==> config.mk <==
export PLATFORM = sky130hd
export DESIGN_NAME = fw_chunk_loader
export DESIGN_NICKNAME = d
export VERILOG_FILES = /design/src/rtl/fwl_pkg.sv /design/src/rtl/fwl_validate.sv /design/src/rtl/fwl_timer.sv /design/src/rtl/fwl_seq.sv /design/src/rtl/fw_chunk_loader.sv
export SDC_FILE = /design/constraint.sdc
export NUM_CORES = 1
export LEC_CHECK = 0
export ABC_AREA = 1
export BUFFER_PORTS_ARGS = -buffer_cell sky130_fd_sc_hd__buf_2
export CAP_MARGIN = 20
export CORE_MARGIN = 8
export CORE_UTILIZATION = 55
export DETAILED_ROUTE_END_ITERATION = 8
export HOLD_SLACK_MARGIN = 0.03
export PLACE_DENSITY = 0.76
export SETUP_SLACK_MARGIN = 0.05
export SYNTH_ARGS = -nofsm -noshare
export SYNTH_HDL_FRONTEND = slang
export SYNTH_SLANG_ARGS = --single-unit
==> constraint.sdc <==
create_clock -name clk -period 11.6 [get_ports clk]
set_clock_uncertainty 0.05 [all_clocks]
set_input_delay 3.48 -clock clk [delete_from_list [all_inputs] [get_ports clk]]
set_output_delay 3.48 -clock clk [all_outputs]
set_load 0.01 [all_outputs]
==> src/rtl/fwl_pkg.sv <==
package fwl_pkg;
    localparam int ADDR_W       = 64;
    localparam int OFF_W        = 32;
    localparam int DATA_W       = 32;
    localparam int CHUNK_SH     = 8;
    localparam int ADDR_LIMIT_W = 49;
    localparam int HI_SHIFT     = 40;
    localparam int HI_W         = 16;
    localparam int CNT_W        = OFF_W + 1 - CHUNK_SH;
    localparam int SEL_W        = 3;
    localparam logic [2:0] SIZE_CODE = 3'h6;

    typedef enum logic [2:0] {
        ERR_NONE    = 3'd0,
        ERR_ALIGN   = 3'd1,
        ERR_RANGE   = 3'd2,
        ERR_OVF     = 3'd3,
        ERR_BEYOND  = 3'd4,
        ERR_TIMEOUT = 3'd5
    } err_e;

    typedef enum logic [SEL_W-1:0] {
        SEL_BASE_LO = 3'd0,
        SEL_BASE_HI = 3'd1,
        SEL_MEM_OFF = 3'd2,
        SEL_EXT_OFF = 3'd3,
        SEL_CMD     = 3'd4
    } sel_e;

    typedef struct packed {
        logic [ADDR_W-1:0] base;
        logic [OFF_W-1:0]  src_off;
        logic [OFF_W-1:0]  dst_off;
        logic [OFF_W-1:0]  len;
        logic [OFF_W-1:0]  obj_size;
        logic              to_imem;
        logic              secure;
    } desc_t;

    typedef struct packed {
        err_e              err;
        logic [ADDR_W:0]   start_addr;
        logic [OFF_W-1:0]  ext_first;
        logic [CNT_W-1:0]  chunks;
    } plan_t;

    function automatic logic [DATA_W-1:0] make_cmd(logic imem, logic sec);
        logic [DATA_W-1:0] w;
        w      = '0;
        w[0]   = imem;
        w[1]   = sec;
        w[6:4] = SIZE_CODE;
        return w;
    endfunction
endpackage

==> src/rtl/fwl_validate.sv <==
module fwl_validate
    import fwl_pkg::*;
(
    input  desc_t desc,
    output plan_t plan
);
    localparam int LEN_W = OFF_W + 1;
    localparam int UB_W  = OFF_W + 2;

    logic [ADDR_W:0]   eff_addr;
    logic [LEN_W-1:0]  len_round;
    logic [CNT_W-1:0]  n_chunks;
    logic [LEN_W-1:0]  span;
    logic [UB_W-1:0]   upper;
    logic              bad_align, bad_range, bad_ovf, bad_beyond;

    always_comb begin
        eff_addr   = {1'b0, desc.base}
                   + (ADDR_W+1)'(desc.to_imem ? '0 : desc.src_off);
        len_round  = {1'b0, desc.len} + LEN_W'((1 << CHUNK_SH) - 1);
        n_chunks   = len_round[LEN_W-1:CHUNK_SH];
        span       = {n_chunks, {CHUNK_SH{1'b0}}};
        upper      = UB_W'(span) + UB_W'(desc.src_off);
        bad_align  = |eff_addr[CHUNK_SH-1:0];
        bad_range  = |eff_addr[ADDR_W:ADDR_LIMIT_W];
        bad_ovf    = |upper[UB_W-1:OFF_W];
        bad_beyond = upper[OFF_W-1:0] > desc.obj_size;

        if (bad_align)       plan.err = ERR_ALIGN;
        else if (bad_range)  plan.err = ERR_RANGE;
        else if (bad_ovf)    plan.err = ERR_OVF;
        else if (bad_beyond) plan.err = ERR_BEYOND;
        else                 plan.err = ERR_NONE;

        plan.start_addr = eff_addr;
        plan.ext_first  = desc.to_imem ? desc.src_off : '0;
        plan.chunks     = n_chunks;
    end
endmodule

==> src/rtl/fwl_timer.sv <==
module fwl_timer #(
    parameter int LIMIT = 250_000_000
) (
    input  logic clk,
    input  logic rst,
    input  logic run,
    output logic expired
);
    localparam int CW = $clog2(LIMIT + 1);
    localparam logic [CW-1:0] LAST = CW'(LIMIT - 1);

    logic [CW-1:0] cnt;

    always_ff @(posedge clk) begin
        if (rst || !run) cnt <= '0;
        else if (cnt != LAST) cnt <= cnt + 1'b1;
    end

    assign expired = run && (cnt == LAST);
endmodule

==> src/rtl/fwl_seq.sv <==
module fwl_seq
    import fwl_pkg::*;
(
    input  logic             clk,
    input  logic             rst,
    input  logic             start,
    input  err_e             plan_err,
    input  logic [CNT_W-1:0] chunks,
    input  logic             eng_idle,
    input  logic             tmo_expired,
    output logic             wr_en,
    output sel_e             wr_sel,
    output logic [CNT_W-1:0] idx,
    output logic             waiting,
    output logic             busy,
    output logic             done,
    output err_e             err_code
);
    typedef enum logic [3:0] {
        S_IDLE, S_CHECK, S_BLO, S_BHI, S_MOFF, S_EOFF, S_CMD, S_WAIT, S_DONE
    } state_e;

    state_e state;
    err_e   err_q;

    always_ff @(posedge clk) begin
        if (rst) begin
            state <= S_IDLE;
            idx   <= '0;
            err_q <= ERR_NONE;
        end else begin
            case (state)
                S_IDLE: if (start) begin
                    state <= S_CHECK;
                    idx   <= '0;
                    err_q <= ERR_NONE;
                end
                S_CHECK: begin
                    if (plan_err != ERR_NONE) begin
                        err_q <= plan_err;
                        state <= S_DONE;
                    end else if (chunks == '0) begin
                        state <= S_DONE;
                    end else begin
                        state <= S_BLO;
                    end
                end
                S_BLO:  state <= S_BHI;
                S_BHI:  state <= S_MOFF;
                S_MOFF: state <= S_EOFF;
                S_EOFF: state <= S_CMD;
                S_CMD:  state <= S_WAIT;
                S_WAIT: begin
                    if (eng_idle) begin
                        if (idx == chunks - 1'b1) begin
                            state <= S_DONE;
                        end else begin
                            idx   <= idx + 1'b1;
                            state <= S_MOFF;
                        end
                    end else if (tmo_expired) begin
                        err_q <= ERR_TIMEOUT;
                        state <= S_DONE;
                    end
                end
                S_DONE:  state <= S_IDLE;
                default: state <= S_IDLE;
            endcase
        end
    end

    always_comb begin
        wr_en  = 1'b1;
        wr_sel = SEL_BASE_LO;
        case (state)
            S_BLO:   wr_sel = SEL_BASE_LO;
            S_BHI:   wr_sel = SEL_BASE_HI;
            S_MOFF:  wr_sel = SEL_MEM_OFF;
            S_EOFF:  wr_sel = SEL_EXT_OFF;
            S_CMD:   wr_sel = SEL_CMD;
            default: wr_en  = 1'b0;
        endcase
    end

    assign waiting  = (state == S_WAIT);
    assign busy     = (state != S_IDLE);
    assign done     = (state == S_DONE);
    assign err_code = err_q;
endmodule

==> src/rtl/fw_chunk_loader.sv <==
module fw_chunk_loader
    import fwl_pkg::*;
#(
    parameter int TIMEOUT_CYCLES = 250_000_000
) (
    input  logic              clk,
    input  logic              rst,
    input  logic              start,
    input  logic [63:0]       desc_base,
    input  logic [31:0]       desc_src_off,
    input  logic [31:0]       desc_dst_off,
    input  logic [31:0]       desc_len,
    input  logic [31:0]       desc_obj_size,
    input  logic              desc_to_imem,
    input  logic              desc_secure,
    input  logic              eng_idle,
    output logic              wr_en,
    output logic [2:0]        wr_sel,
    output logic [31:0]       wr_data,
    output logic              busy,
    output logic              done,
    output logic [2:0]        err_code
);
    desc_t            desc_q;
    plan_t            plan;
    logic [CNT_W-1:0] idx;
    logic             waiting, tmo_expired;
    sel_e             sel;
    err_e             err;
    logic [OFF_W-1:0] step;

    always_ff @(posedge clk) begin
        if (rst) begin
            desc_q <= '0;
        end else if (start && !busy) begin
            desc_q.base     <= desc_base;
            desc_q.src_off  <= desc_src_off;
            desc_q.dst_off  <= desc_dst_off;
            desc_q.len      <= desc_len;
            desc_q.obj_size <= desc_obj_size;
            desc_q.to_imem  <= desc_to_imem;
            desc_q.secure   <= desc_secure;
        end
    end

    fwl_validate u_validate (
        .desc (desc_q),
        .plan (plan)
    );

    fwl_timer #(.LIMIT(TIMEOUT_CYCLES)) u_timer (
        .clk     (clk),
        .rst     (rst),
        .run     (waiting && !eng_idle),
        .expired (tmo_expired)
    );

    fwl_seq u_seq (
        .clk         (clk),
        .rst         (rst),
        .start       (start),
        .plan_err    (plan.err),
        .chunks      (plan.chunks),
        .eng_idle    (eng_idle),
        .tmo_expired (tmo_expired),
        .wr_en       (wr_en),
        .wr_sel      (sel),
        .idx         (idx),
        .waiting     (waiting),
        .busy        (busy),
        .done        (done),
        .err_code    (err)
    );

    assign step = OFF_W'(idx) << CHUNK_SH;

    always_comb begin
        case (sel)
            SEL_BASE_LO: wr_data = plan.start_addr[CHUNK_SH +: DATA_W];
            SEL_BASE_HI: wr_data = DATA_W'(plan.start_addr[HI_SHIFT +: HI_W]);
            SEL_MEM_OFF: wr_data = desc_q.dst_off + step;
            SEL_EXT_OFF: wr_data = plan.ext_first + step;
            SEL_CMD:     wr_data = make_cmd(desc_q.to_imem, desc_q.secure);
            default:     wr_data = '0;
        endcase
    end

    assign wr_sel   = sel;
    assign err_code = err;
endmodule

# --- Word-level counts from Yosys, hierarchy flattened ---
# Index checks and enable logic that the tools add are counted.
word_totals:
  ff_bits: 254
  wordCells: 88
  out_inout_bits: 41
  inputBits: 198
op_classes:
  n_reduce_logical: 21
  n_mux: 25
  n_eq_ne: 22
  n_lt_le_gt_ge: 1
  addsub: 8
ops:
  columns: ["op", "count"]
  rows:
  - ["case mux 32 bit (5 select lines)", 1]
  - ["two-way mux 25 bit", 3]
  - ["adder 64 x 65 -> 65 bit", 1]
  - ["adder 32 bit", 2]
  - ["two-way mux 32 bit", 2]
  - ["case mux 25 bit (2 select lines)", 1]
  - ["adder 33 x 32 -> 34 bit", 1]
  - ["adder 32 x 8 -> 33 bit (second input constant)", 1]
  - ["greater-than comparator 32 bit", 1]
  - ["case mux 4 bit (8 select lines)", 1]
  - ["adder 28 x 1 -> 28 bit (second input constant)", 1]
  - ["== test 28 bit (second input constant)", 1]
  - ["inequality test 28 bit (second input constant)", 1]
  - ["adder 25 x 1 -> 25 bit (second input constant)", 1]
  - ["== test 25 bit", 1]
  - ["logical NOT 25 bit", 1]
  - ["subtractor 25 x 1 -> 25 bit (second input constant)", 1]
  - ["two-way mux 3 bit", 8]
  - ["two-way mux 4 bit", 6]
  - ["== test 4 x 3 -> 1 bit (second input constant)", 4]
  - ["OR reduction 16 bit", 1]
  - ["case mux 3 bit (4 select lines)", 1]
  - ["case mux 3 bit (3 select lines)", 1]
  - ["== test 4 x 2 -> 1 bit (second input constant)", 2]
  - ["23 further kinds", 33]

# --- Depth between registers and ports, before layout ---
# Gate-level depths: netlist of the first run.
logic_depth:
  depth_word: 10
  mapped_depth: 35
  mapped_depth_nobuf: 35

# --- Hierarchy ---
# Synthesis of the first run repeated with hierarchy kept, for this count alone.
unflattened:
  hier_cells: 3637
  area_unflattened_um2: 21320.4
by_module_without_submodules:
  columns: ["mod", "area_each_um2", "cells_per_inst", "seq_area_each_um2", "instances"]
  rows:
  - ["fw_chunk_loader", 9207.6, 1405, 3883.7, 1]
  - ["fwl_validate", 7103.1, 1401, 0.0, 1]
  - ["fwl_seq", 3318.2, 546, 640.6, 1]
  - ["fwl_timer", 1691.6, 285, 560.5, 1]

# --- Worst setup path before layout of the first run ---
# Ideal clock, no wire load.
synth_timing:
  kind: "flip-flop to output port"
  startpoint: "register u_seq.state[2]"
  endpoint: "output port wr_data[30]"
  setup_slack_ns: 3.740
  path_stages_with_launch: 31
  n_path_buf: 1
  t_required_ns: 8.070
  t_arrival_ns: 4.330
  cell_sequence: "dfxtp_1 > inv_1 > nor2_1 > inv_1 > nor2_1 > inv_1 > nor2_1 > inv_1 > nor2_1 > clkinv_1 > clkbuf_1 > o22ai_1 > ha_1 > inv_1 > fa_1 > nand3b_1 > nand2_1 > a21oi_1 > inv_1 > nand2_1 > nand3_1 > a21oi_1 > o21ai_0 > a21boi_0 > o21ai_0 > nand2_1 > nand2_1 > a21oi_1 > nand2_1 > nand3_1 > nand2_1"
synth_via:
  elab_chain_len: 4
  word_cells_on_any_way: 11
  classes_between: "eq/ne (8); mux (2); reduce/logical (1)"
synth_rtl:
  columns: ["item", "line", "source"]
  rows:
  - ["from (decl)", "fwl_seq.sv:23", "state_e state;"]
  - ["from (signal assigned)", "fwl_seq.sv:28", "state <= S_IDLE;"]
  - ["from (signal assigned)", "fwl_seq.sv:34", "state <= S_CHECK;"]
  - ["from (signal assigned)", "fwl_seq.sv:41", "state <= S_DONE;"]
  - ["== test 4 x 3 -> 1 bit or == test 4 x 2 -> 1 bit (tied branches)", "fwl_seq.sv:75", "case (state)"]
  - ["case mux 3 bit (4 select lines) (*)", "fwl_seq.sv:75", null]
  - ["== test 3 bit, or another cell as far along", "fw_chunk_loader.sv:78", "case (sel)"]
  - ["case mux 32 bit (5 select lines) (*)", "fw_chunk_loader.sv:78", null]
  - ["to (decl)", "fw_chunk_loader.sv:19", "output logic [31:0] wr_data,"]
# Mark *: on every way between the ends. The rest lies on a longest branch, timed or not.

# --- Worst setup path after layout of the first run ---
# Same ends and word-level chain as after synthesis.

==> run_results.csv, run 1 <==
group,metric,value,unit
run_status,outcome,"complete, no violations",
clock_network,clk_path_buf_depth,3,
power_and_ir_drop,power.share.switching,44.42,%
clock_network,hold_buffers,0,
worst_setup_path,start_kind,"flip-flop",
power_and_ir_drop,seq_power_share,29.7,%
clock_network,cts.sinks,254,
synth,yosys-top-cells-area,"dfxtp_1, nand2_1, a21oi_1, inv_1, o21ai_0",
hold_path,hp-class,"flip-flop to flip-flop",
detailed_routing,wl_met3,6564,um
power_and_ir_drop,clockPowerShare,25.5,%
placed_design,dpl.hpwl,62880,um
placed_design,numPortBuffers,238,
worst_setup_path,slowest_delay,690,ps
clock_network,htreeDepth,1,
timing,fmax,92.70,MHz
synth,post_synth_num_cell_types,57,
power_and_ir_drop,power_density,173.4,nW/um2
timing,fin_crit,10790,ps
power_and_ir_drop,p_leak,9.783,nW
detailed_routing,postRouteAntennaNets,0,
floorplanning,core_region_area,35220,um2
clock_network,clk_latency,600,ps
job,drv_cap,0,
detailed_routing,wl_per_cell,20.57,um
cells_and_area,fin_nets,3598,
clock_network,cts_tree,"done",
synth,postSynthCellCount,3103,
synth,synth.most_common_cell,"nand2_1",
timing,drv_slew,0,
detailed_routing,drt-met1-wl,29250,um
clock_network,cts_root_buf,"clkbuf_16",
timing,period_share,93.00,%
placed_design,gp_congestion,1.034,
cells_and_area,layout-drive-gt1-share,12.53,%
timing,setup_viol,0,
detailed_routing,drt-pass1-iter-count,6,
worst_setup_path,worstPathMaxFanout,26,
timing,setup_tns,0,ps
worst_setup_path,path_class,"flip-flop to output pin",
synth,synth-edff-count,0,
synth,ys_seq_area_share,26.17,%
detailed_routing,vias_per_cell,5.835,
power_and_ir_drop,p_int,0.002112,W
grt,grt.total_usage,35.50,%
detailed_routing,vias,21970,
detailed_routing,top_layer,"met5",
synth,synth_warnings,0,
detailed_routing,wl_met2,35590,um
detailed_routing,drtIter0Drc,2097,
grt,grt_pass1_wl,115800,um
detailed_routing,drc_errors,0,
cells_and_area,diodes,0,
synth,yosys.area.top_type,"dfxtp_1",
synth,synth_top_area_share,26.17,%
synth,ys_async_sr_fraction,0,%
clock_network,cts_setup_buffers,0,
grt,grt_max_degree,273,
synth,avgSynthCellArea,6.262,um2
floorplanning,die_h,204.0,um
grt,grt_overflow,0,
timing,relSlewSlack,27.40,%
placed_design,dp.cells,3710,
worst_setup_path,crit_slowest_cell,"clkinv_1",
worst_setup_path,worstPathRequired,8070,ps
timing,rsz0062_at_grt,"false",
timing,final_hold_viol_count,0,
power_and_ir_drop,pwr-share-comb,44.8,%
floorplanning,die_w,204.0,um
cells_and_area,syn_to_final_growth,12.78,%
floorplanning,dieArea,41600,um2
cells_and_area,fin_cells,3766,
synth,yosys_most_used_dff,"dfxtp_1",
floorplanning,row_count,69,
grt,antenna_found_initial,1,
detailed_routing,wl,77450,um
worst_setup_path,crit_path_end_kind,"output pin",
floorplanning,initial_core_util,55.17,%
floorplanning,pin_count,239,
synth,syn-cell-area,19430,um2
synth,synth_fp_nets,3419,
clock_network,cts_buffers,30,
synth,yosys_register_bits,254,
worst_setup_path,crit_arrival,7260,ps
power_and_ir_drop,peakVddDrop,0.0001465,V
power_and_ir_drop,switching_power,0.001688,W
timing,worst-slew-pin-transition,1087,ps
grt,grt_pass1_vias,20910,
clock_network,path_clk_slew,50,ps
synth,ys_top_cells_by_count,"nand2_1, inv_1, a21oi_1, nor2_1, o21ai_0",
[state kept, by name (all words and copies together), names as in the netlist]
name            cells
u_seq.idx          25
u_seq.state         4
u_timer.cnt        28
desc_q            194
u_seq.err_code      3
[placed cells by master, fill, tap and decap left out, types with 29 or more instances in the layout]
master / synthesis / final
nand2_1: 592 / 592
inv_1: 440 / 439
a21oi_1: 379 / 379
nor2_1: 323 / 322
o21ai_0: 304 / 303
dfxtp_1: 254 / 254
buf_2: 2 / 238
nand3_1: 148 / 147
ha_1: 115 / 115
nand4_1: 69 / 69
xor2_1: 64 / 64
nor3_1: 48 / 48
nand2_2: 37 / 37
clkbuf_16: 0 / 30
o22ai_1: 29 / 29
[layer usage]
layer  track usage (%)  up-vias
met5                 0        -
met4             24.20        2
met3             6.087      275
met2             60.35     1133
met1             40.39     9967
li1                  -    10600
[critical path: cells and delay by family, from the launching register on]
| kind | cells | cell delay (ps) |
|---|---|---|
| simple gates | 13 | 2240 |
| fa+ha+maj | 2 | 640 |
| compound gates | 7 | 1350 |
| flops | 1 | 380 |
| buf+inv | 9 | 2010 |
[through the flow]
stage / util [%] / hold slack, ps / cell area (um2) / setup slack (ps) / total power, W
2_1_floorplan: - / 373.7 / 19430 / 3740 / 0.002233
3_3_place_gp: 59.29 / 386.5 / 20880 / 1487 / 0.002738
3_5_place_dp: 59.29 / 395.3 / 20880 / 1269 / 0.002782
4_1_cts: 62.13 / 403.9 / 21890 / 605.3 / 0.003757
5_1_grt: 62.22 / 417.9 / 21920 / 168.4 / 0.004003
6_report: 62.22 / 401.1 / 21920 / 812.1 / 0.003800
[cell families after synthesis]
kind of cell,synth area share [%]
AOI/OAI and AO/OA,21.29
xor gates and xnor gates,3.741
adders and majority gates,7.714
buffers and inverters,10.80
DFF,26.17
and+or+nand+nor,30.29
[cell type report]
type	instances	area, um2
multi-input cells	2297	12260
well taps	461	576.8
fillers	3345	13310
clock inverters	14	180.2
repair buffers	245	1276
flip-flops and latches	254	5085
inverters	454	1712
clock buffers	41	822.0
[worst paths after layout]
path | end | slack, ps | depth (start not counted) | start
max | wr_data[30] | 810 | 31 | u_seq.state[2]$_SDFFE_PP0P_
min | desc_q[137]$_SDFFE_PP0P_ | 400 | 2 | desc_q[137]$_SDFFE_PP0P_
max reg2reg | u_seq.err_code[1]$_SDFFE_PP0P_ | 5510 | 32 | desc_q[37]$_SDFFE_PP0P_
min reg2reg | desc_q[137]$_SDFFE_PP0P_ | 400 | 2 | desc_q[137]$_SDFFE_PP0P_
[power by group through the flow]
stage	logic [W]	clock network (W)	registers, W
global placement	0.00160	0	0.00114
floorplan	0.00113	0	0.00110
global route	0.00186	0.00101	0.00114
detailed placement	0.00164	0	0.00114
finish	0.00170	0.000968	0.00113
CTS	0.00166	0.000975	0.00112
[timing repair]
| item | in CTS | in global routing |
|---|---|---|
| gates resized for setup | 0 | 1 |
| endpoints found under the hold margin | 0 | 0 |
| setup endpoints to repair | 0 | 5 |
Note: power is estimated with default switching activity, not from simulation.
==> run 2: changes to the inputs <==
==> constraint.sdc (replaced) <==
create_clock -name clk -period 11.6 [get_ports clk]
set_clock_uncertainty 0.05 [all_clocks]
set_input_delay 1.16 -clock clk [delete_from_list [all_inputs] [get_ports clk]]
set_output_delay 1.16 -clock clk [all_outputs]
set_load 0.01 [all_outputs]
==> run 2 against run 1 <==
Final area increased by 0.15%. Global-route usage increased by 0.33 points. Sequential share of layout area about the same. Largest cell class unchanged. Non-clock buffer count increased by 2. Critical path type unchanged. Largest power group unchanged. Critical endpoint unchanged. Critical path depth increased by 1.
==> run_results.csv, run 2 (same netlist as run 1, synthesis figures left out) <==
group,metric,value,unit
worst_setup_path,crit_arrival,6690,ps
placed_design,gp_congestion,1.021,
worst_setup_path,cp_common_cell,"inv_1",
clock_network,htreeDepth,1,
worst_setup_path,cp_num_cells,32,
job,drv_cap,0,
clock_network,cts_root_buf,"clkbuf_16",
detailed_routing,postRouteAntennaNets,0,
hold_path,min_path_cells,2,
worst_setup_path,crit_family,"buffers and inverters",
cells_and_area,top_register,"desc_q",
timing,setup_viol,0,
cells_and_area,fin_nets,3599,
grt,antenna_found_initial,3,
cells_and_area,syn_to_final_growth,12.95,%
clock_network,cts_resized,0,
timing,fmax,126.7,MHz
floorplanning,core_region_area,35220,um2
hold_path,hold_end,"desc_q[71]$_SDFFE_PP0P_",
worst_setup_path,crit_path_end_kind,"output pin",
floorplanning,pin_count,239,
clock_network,path_clk_slew,60,ps
cells_and_area,fillers,3327,
timing,relSlewSlack,21.28,%
worst_setup_path,worstPathMaxFanout,26,
cells_and_area,multi_input_area,12260,um2
placed_design,pre_cts_slack,3572,ps
cells_and_area,largest_reg_flops,194,
worst_setup_path,cp_num_buf_inv,10,
detailed_routing,wl_per_cell,20.53,um
hold_path,hp-class,"flip-flop to flip-flop",
cells_and_area,seq_area,5085,um2
hold_path,hold_start,"desc_q[71]$_SDFFE_PP0P_",
placed_design,dpl.hpwl,62860,um
clock_network,cts.sinks,254,
cells_and_area,largest_registers,"desc_q: 194 flops, u_timer.cnt: 28 flops, u_seq.idx: 25 flops",
clock_network,hold_buffers,0,
floorplanning,die_w,204.0,um
clock_network,cts_tree,"done",
placed_design,numPortBuffers,238,
run_status,outcome,"complete, no violations",
worst_setup_path,start_kind,"flip-flop",
cells_and_area,final_core_util,62.31,%
worst_setup_path,r2r_setup_slack,5560,ps
detailed_routing,drc_errors,0,
floorplanning,initial_core_util,55.17,%
floorplanning,dieArea,41600,um2
timing,timing.final.ws_setup,3705,ps
timing,final_hold_viol_count,0,
timing,setup_tns,0,ps
cells_and_area,layout-drive-gt1-share,12.59,%
timing,rsz0062_at_grt,"false",
power_and_ir_drop,p_leak,9.809,nW
worst_setup_path,r2r_end,"u_seq.err_code[1]$_SDFFE_PP0P_",
detailed_routing,wl,77310,um
cells_and_area,mostFrequentLayoutCell,"nand2_1",
clock_network,cts_buffers,29,
cells_and_area,mostFrequentLayoutCells,"nand2_1, inv_1, a21oi_1, nor2_1, o21ai_0",
grt,grt.total_usage,35.83,%
grt,grt_overflow,0,
detailed_routing,vias_per_cell,5.840,
timing,drv_slew,0,
worst_setup_path,crit_slowest_cell,"clkinv_1",
power_and_ir_drop,power_density,174.1,nW/um2
timing,worst-slew-pin-transition,1181,ps
clock_network,clk_path_buf_depth,3,
power_and_ir_drop,peakVddDrop,0.0001548,V
grt,grt_pass1_wl,117500,um
detailed_routing,vias,21990,
clock_network,cts_setup_buffers,0,
grt,grt_max_degree,132,
worst_setup_path,worstRegToRegCells,32,
floorplanning,row_count,69,
worst_setup_path,slowest_delay,650,ps
floorplanning,die_h,204.0,um
detailed_routing,drt-pass1-iter-count,7,
worst_setup_path,worstPathRequired,10390,ps
grt,grt_pass1_vias,21060,
timing,period_share,68.06,%
worst_setup_path,r2r_start,"desc_q[37]$_SDFFE_PP0P_",
worst_setup_path,path_class,"flip-flop to output pin",
clock_network,clk_latency,600,ps
detailed_routing,drtIter0Drc,2229,
timing,fin_crit,7895,ps
run 2: cell types whose count changed in the layout (fill, tap and decap cells not counted), moves of 2 or more:
cell	delta
clkinv_2	-3
clkbuf_8	+6
clkinv_4	-2
buf_4	+3
clkbuf_1	-5
run 2: worst max-delay path by stage:
stage                                      startpoint     endpoint
after floorplan           u_seq.state[2]$_SDFFE_PP0P_  wr_data[30]
after global placement    u_seq.state[2]$_SDFFE_PP0P_  wr_data[30]
after detailed placement  u_seq.state[2]$_SDFFE_PP0P_  wr_data[30]
after CTS                 u_seq.state[2]$_SDFFE_PP0P_  wr_data[30]
after global routing      u_seq.state[2]$_SDFFE_PP0P_  wr_data[30]
final                     u_seq.state[2]$_SDFFE_PP0P_  wr_data[30]
run 2: area by class of cell:
class                           count  share of cell area [%]
Antenna cell                        1                 0.01140
Inverter                          454                   7.798
Timing Repair Buffer              247                   5.826
Clock buffer                       41                   3.922
Multi-Input combinational cell   2297                   55.87
Tap cell                          461                   2.628
Sequential cell                   254                   23.17
Clock inverter                     10                  0.7810
run 2: per-layer routing:
metal	GRT usage, %	vias up	share of wire [%]
li1	-	10590	-
met4	22.53	4	7.5
met2	60.27	1100	45
met1	41.60	10000	38
met3	6.800	292	8.7
met5	0	-	0.031
run 2: worst register-to-register path: cells and delay by family, from the launching register on:
kind                       cells  cell delay, ps
AOI/OAI and AO/OA              8            2150
xor gates and xnor gates       1             190
adders and majority gates      3             860
buffers and inverters          4             400
DFF                            1             330
and+or+nand+nor               16            1960
run 2: where the power goes:
group	total, W	internal [W]	switching (W)
Sequential	0.00113	0.00102	0.000111
Combinational	0.00169	0.000530	0.00116
Clock	0.00100	0.000604	0.000399
run 2: per-stage QoR:
stage                     std cells  area, um2  power [W]  hold WS [ps]
final                          3765      21950   0.003822         404.2
after detailed placement       3711      20880   0.002775         388.6
after global routing           3765      21950   0.004037         421.9
after floorplan                3103      19430   0.002233         373.7
after CTS                      3762      21910   0.003783         398.8
after global placement         3711      20880   0.002734         386.8
==> run 3: changes to the inputs <==
CORE_UTILIZATION = 54   (was 55)
PLACE_DENSITY = 0.78   (was 0.76)
clock period = 6.76 ns   (was 11.6 ns; I/O delays follow)
==> run 3 against run 2 <==
Sequential cell count unchanged. First-iteration DRC count decreased by 12%. Sequential power increased by 71%. Worst setup slack got worse by 3200 ps. Final area increased by 0.25%. Die area increased by 1.7%. Critical path type unchanged.
==> run_results.csv, run 3 (same netlist as run 1, synthesis figures left out) <==
group,metric,value,unit
cells_and_area,top_register,"desc_q",
worst_setup_path,crit_slowest_cell,"fa_1",
grt,gr-usage-met2,57.80,%
placed_design,gp_congestion,1.054,
clock_network,cts_tree,"done",
detailed_routing,drc_errors,0,
worst_setup_path,cp_common_cell,"inv_1",
clock_network,cts_buffers,30,
floorplanning,row_count,69,
detailed_routing,drtIter0Drc,1951,
clock_network,path_clk_slew,60,ps
floorplanning,pin_count,239,
grt,met3_usage,5.967,%
power_and_ir_drop,total_power,0.006581,W
power_and_ir_drop,p_leak,9.820,nW
timing,fmax,160.4,MHz
timing,timing.final.ws_setup,525.8,ps
timing,final_hold_viol_count,0,
worst_setup_path,start_kind,"flip-flop",
detailed_routing,wl_per_cell,20.02,um
placed_design,dpl.hpwl,61110,um
cells_and_area,final_core_util,62.01,%
placed_design,pre_cts_slack,564.5,ps
timing,setup_tns,0,ps
cells_and_area,fillers,3446,
run_status,outcome,"complete, no violations",
floorplanning,core_region_area,35480,um2
clock_network,htreeDepth,1,
cells_and_area,layout-drive-gt1-share,12.81,%
detailed_routing,wl,75520,um
timing,rsz0062_at_grt,"false",
worst_setup_path,path_class,"flip-flop to output pin",
placed_design,dp.cells,3715,
grt,grt_pass1_vias,21030,
timing,fin_crit,6234,ps
worst_setup_path,worstPathMaxFanout,25,
clock_network,clk_path_buf_depth,3,
clock_network,cts_root_buf,"clkbuf_16",
cells_and_area,mostFrequentLayoutCells,"nand2_1, inv_1, a21oi_1, nor2_1, o21ai_0",
cells_and_area,largest_registers,"desc_q: 194 flops, u_timer.cnt: 28 flops, u_seq.idx: 25 flops",
power_and_ir_drop,peakVddDrop,0.0002273,V
detailed_routing,drt-pass1-iter-count,5,
timing,relSlewSlack,32.02,%
job,drv_cap,0,
placed_design,numPortBuffers,238,
clock_network,cts.sinks,254,
worst_setup_path,r2r_setup_slack,1030,ps
floorplanning,die_w,205.7,um
grt,top_usage_layer,"met2",
cells_and_area,syn_to_final_growth,13.23,%
grt,antenna_found_initial,2,
floorplanning,die_h,205.7,um
cells_and_area,fin_cells,3773,
power_and_ir_drop,power_density,299.1,nW/um2
grt,grt_max_degree,142,
grt,grt_overflow,0,
floorplanning,dieArea,42310,um2
clock_network,clk_latency,610,ps
worst_setup_path,worstPathRequired,6030,ps
worst_setup_path,crit_arrival,5510,ps
detailed_routing,vias,21910,
clock_network,cts_setup_buffers,0,
cells_and_area,fin_nets,3603,
grt,met1_usage,40.35,%
timing,worst-slew-pin-transition,1009,ps
timing,period_share,92.22,%
cells_and_area,mostFrequentLayoutCell,"nand2_1",
grt,grt_pass1_wl,114300,um
cells_and_area,largest_reg_flops,194,
grt,grt.total_usage,34.50,%
worst_setup_path,slowest_delay,410,ps
detailed_routing,postRouteAntennaNets,0,
hold_path,hp-class,"primary input to flip-flop",
detailed_routing,vias_per_cell,5.807,
timing,setup_viol,0,
worst_setup_path,crit_path_end_kind,"output pin",
floorplanning,initial_core_util,54.77,%
timing,drv_slew,0,
run 3: cell type report:
cell class | instances | area, um2 | area share, %
multi-input combinational | 2297 | 12260 | 55.74
sequential | 254 | 5085 | 23.11
inverter | 454 | 1714 | 7.790
timing repair buffer | 250 | 1301 | 5.914
clock buffer | 41 | 852.1 | 3.872
tap | 461 | 576.8 | 2.621
clock inverter | 15 | 207.7 | 0.9439
antenna | 1 | 2.502 | 0.01137
run 3: worst paths after layout:
path                                from                        endpoint  cells after the start
max          u_seq.state[2]$_SDFFE_PP0P_                     wr_data[30]                     31
max reg2reg      desc_q[38]$_SDFFE_PP0P_  u_seq.err_code[0]$_SDFFE_PP0P_                     32
min                    desc_obj_size[13]         desc_q[15]$_SDFFE_PP0P_                      3
min reg2reg     desc_q[132]$_SDFFE_PP0P_        desc_q[132]$_SDFFE_PP0P_                      2
run 3: metrics by stage:
step	hold WS (ps)	instance area (um2)
floorplan	373.7	19430
global placement	389.2	20910
detailed placement	400.3	20910
CTS	287.2	21970
global route	305.5	22000
finish	300.8	22000
run 3: power by group:
| group | total (W) | switching, W | internal, W |
|---|---|---|---|
| Clock | 0.00175 | 0.000710 | 0.00104 |
| Combinational | 0.00291 | 0.00200 | 0.000908 |
| Sequential | 0.00193 | 0.000183 | 0.00174 |
run 3: critical path, delay by kind of cell (launching register included):
kind / cells / cell delay (ps)
AND/OR/NAND/NOR: 13 / 1740
AO/OA/AOI/OAI: 7 / 1140
buffers and inverters: 9 / 1070
adder cells (fa/ha/maj): 2 / 610
flip-flops: 1 / 350
run 3: what timing repair did:
action,in CTS,in global routing
resized for setup,1,2
hold endpoints to repair,0,0
hold buffers,0,0
setup endpoints to repair,1,6
run 3: routing by layer:
| layer | routed length (um) | vias up |
|---|---|---|
| li1 | - | 10620 |
| met1 | 29190 | 10010 |
| met5 | 12 | - |
| met3 | 6237 | 260 |
| met2 | 34550 | 1023 |
| met4 | 5531 | 2 |
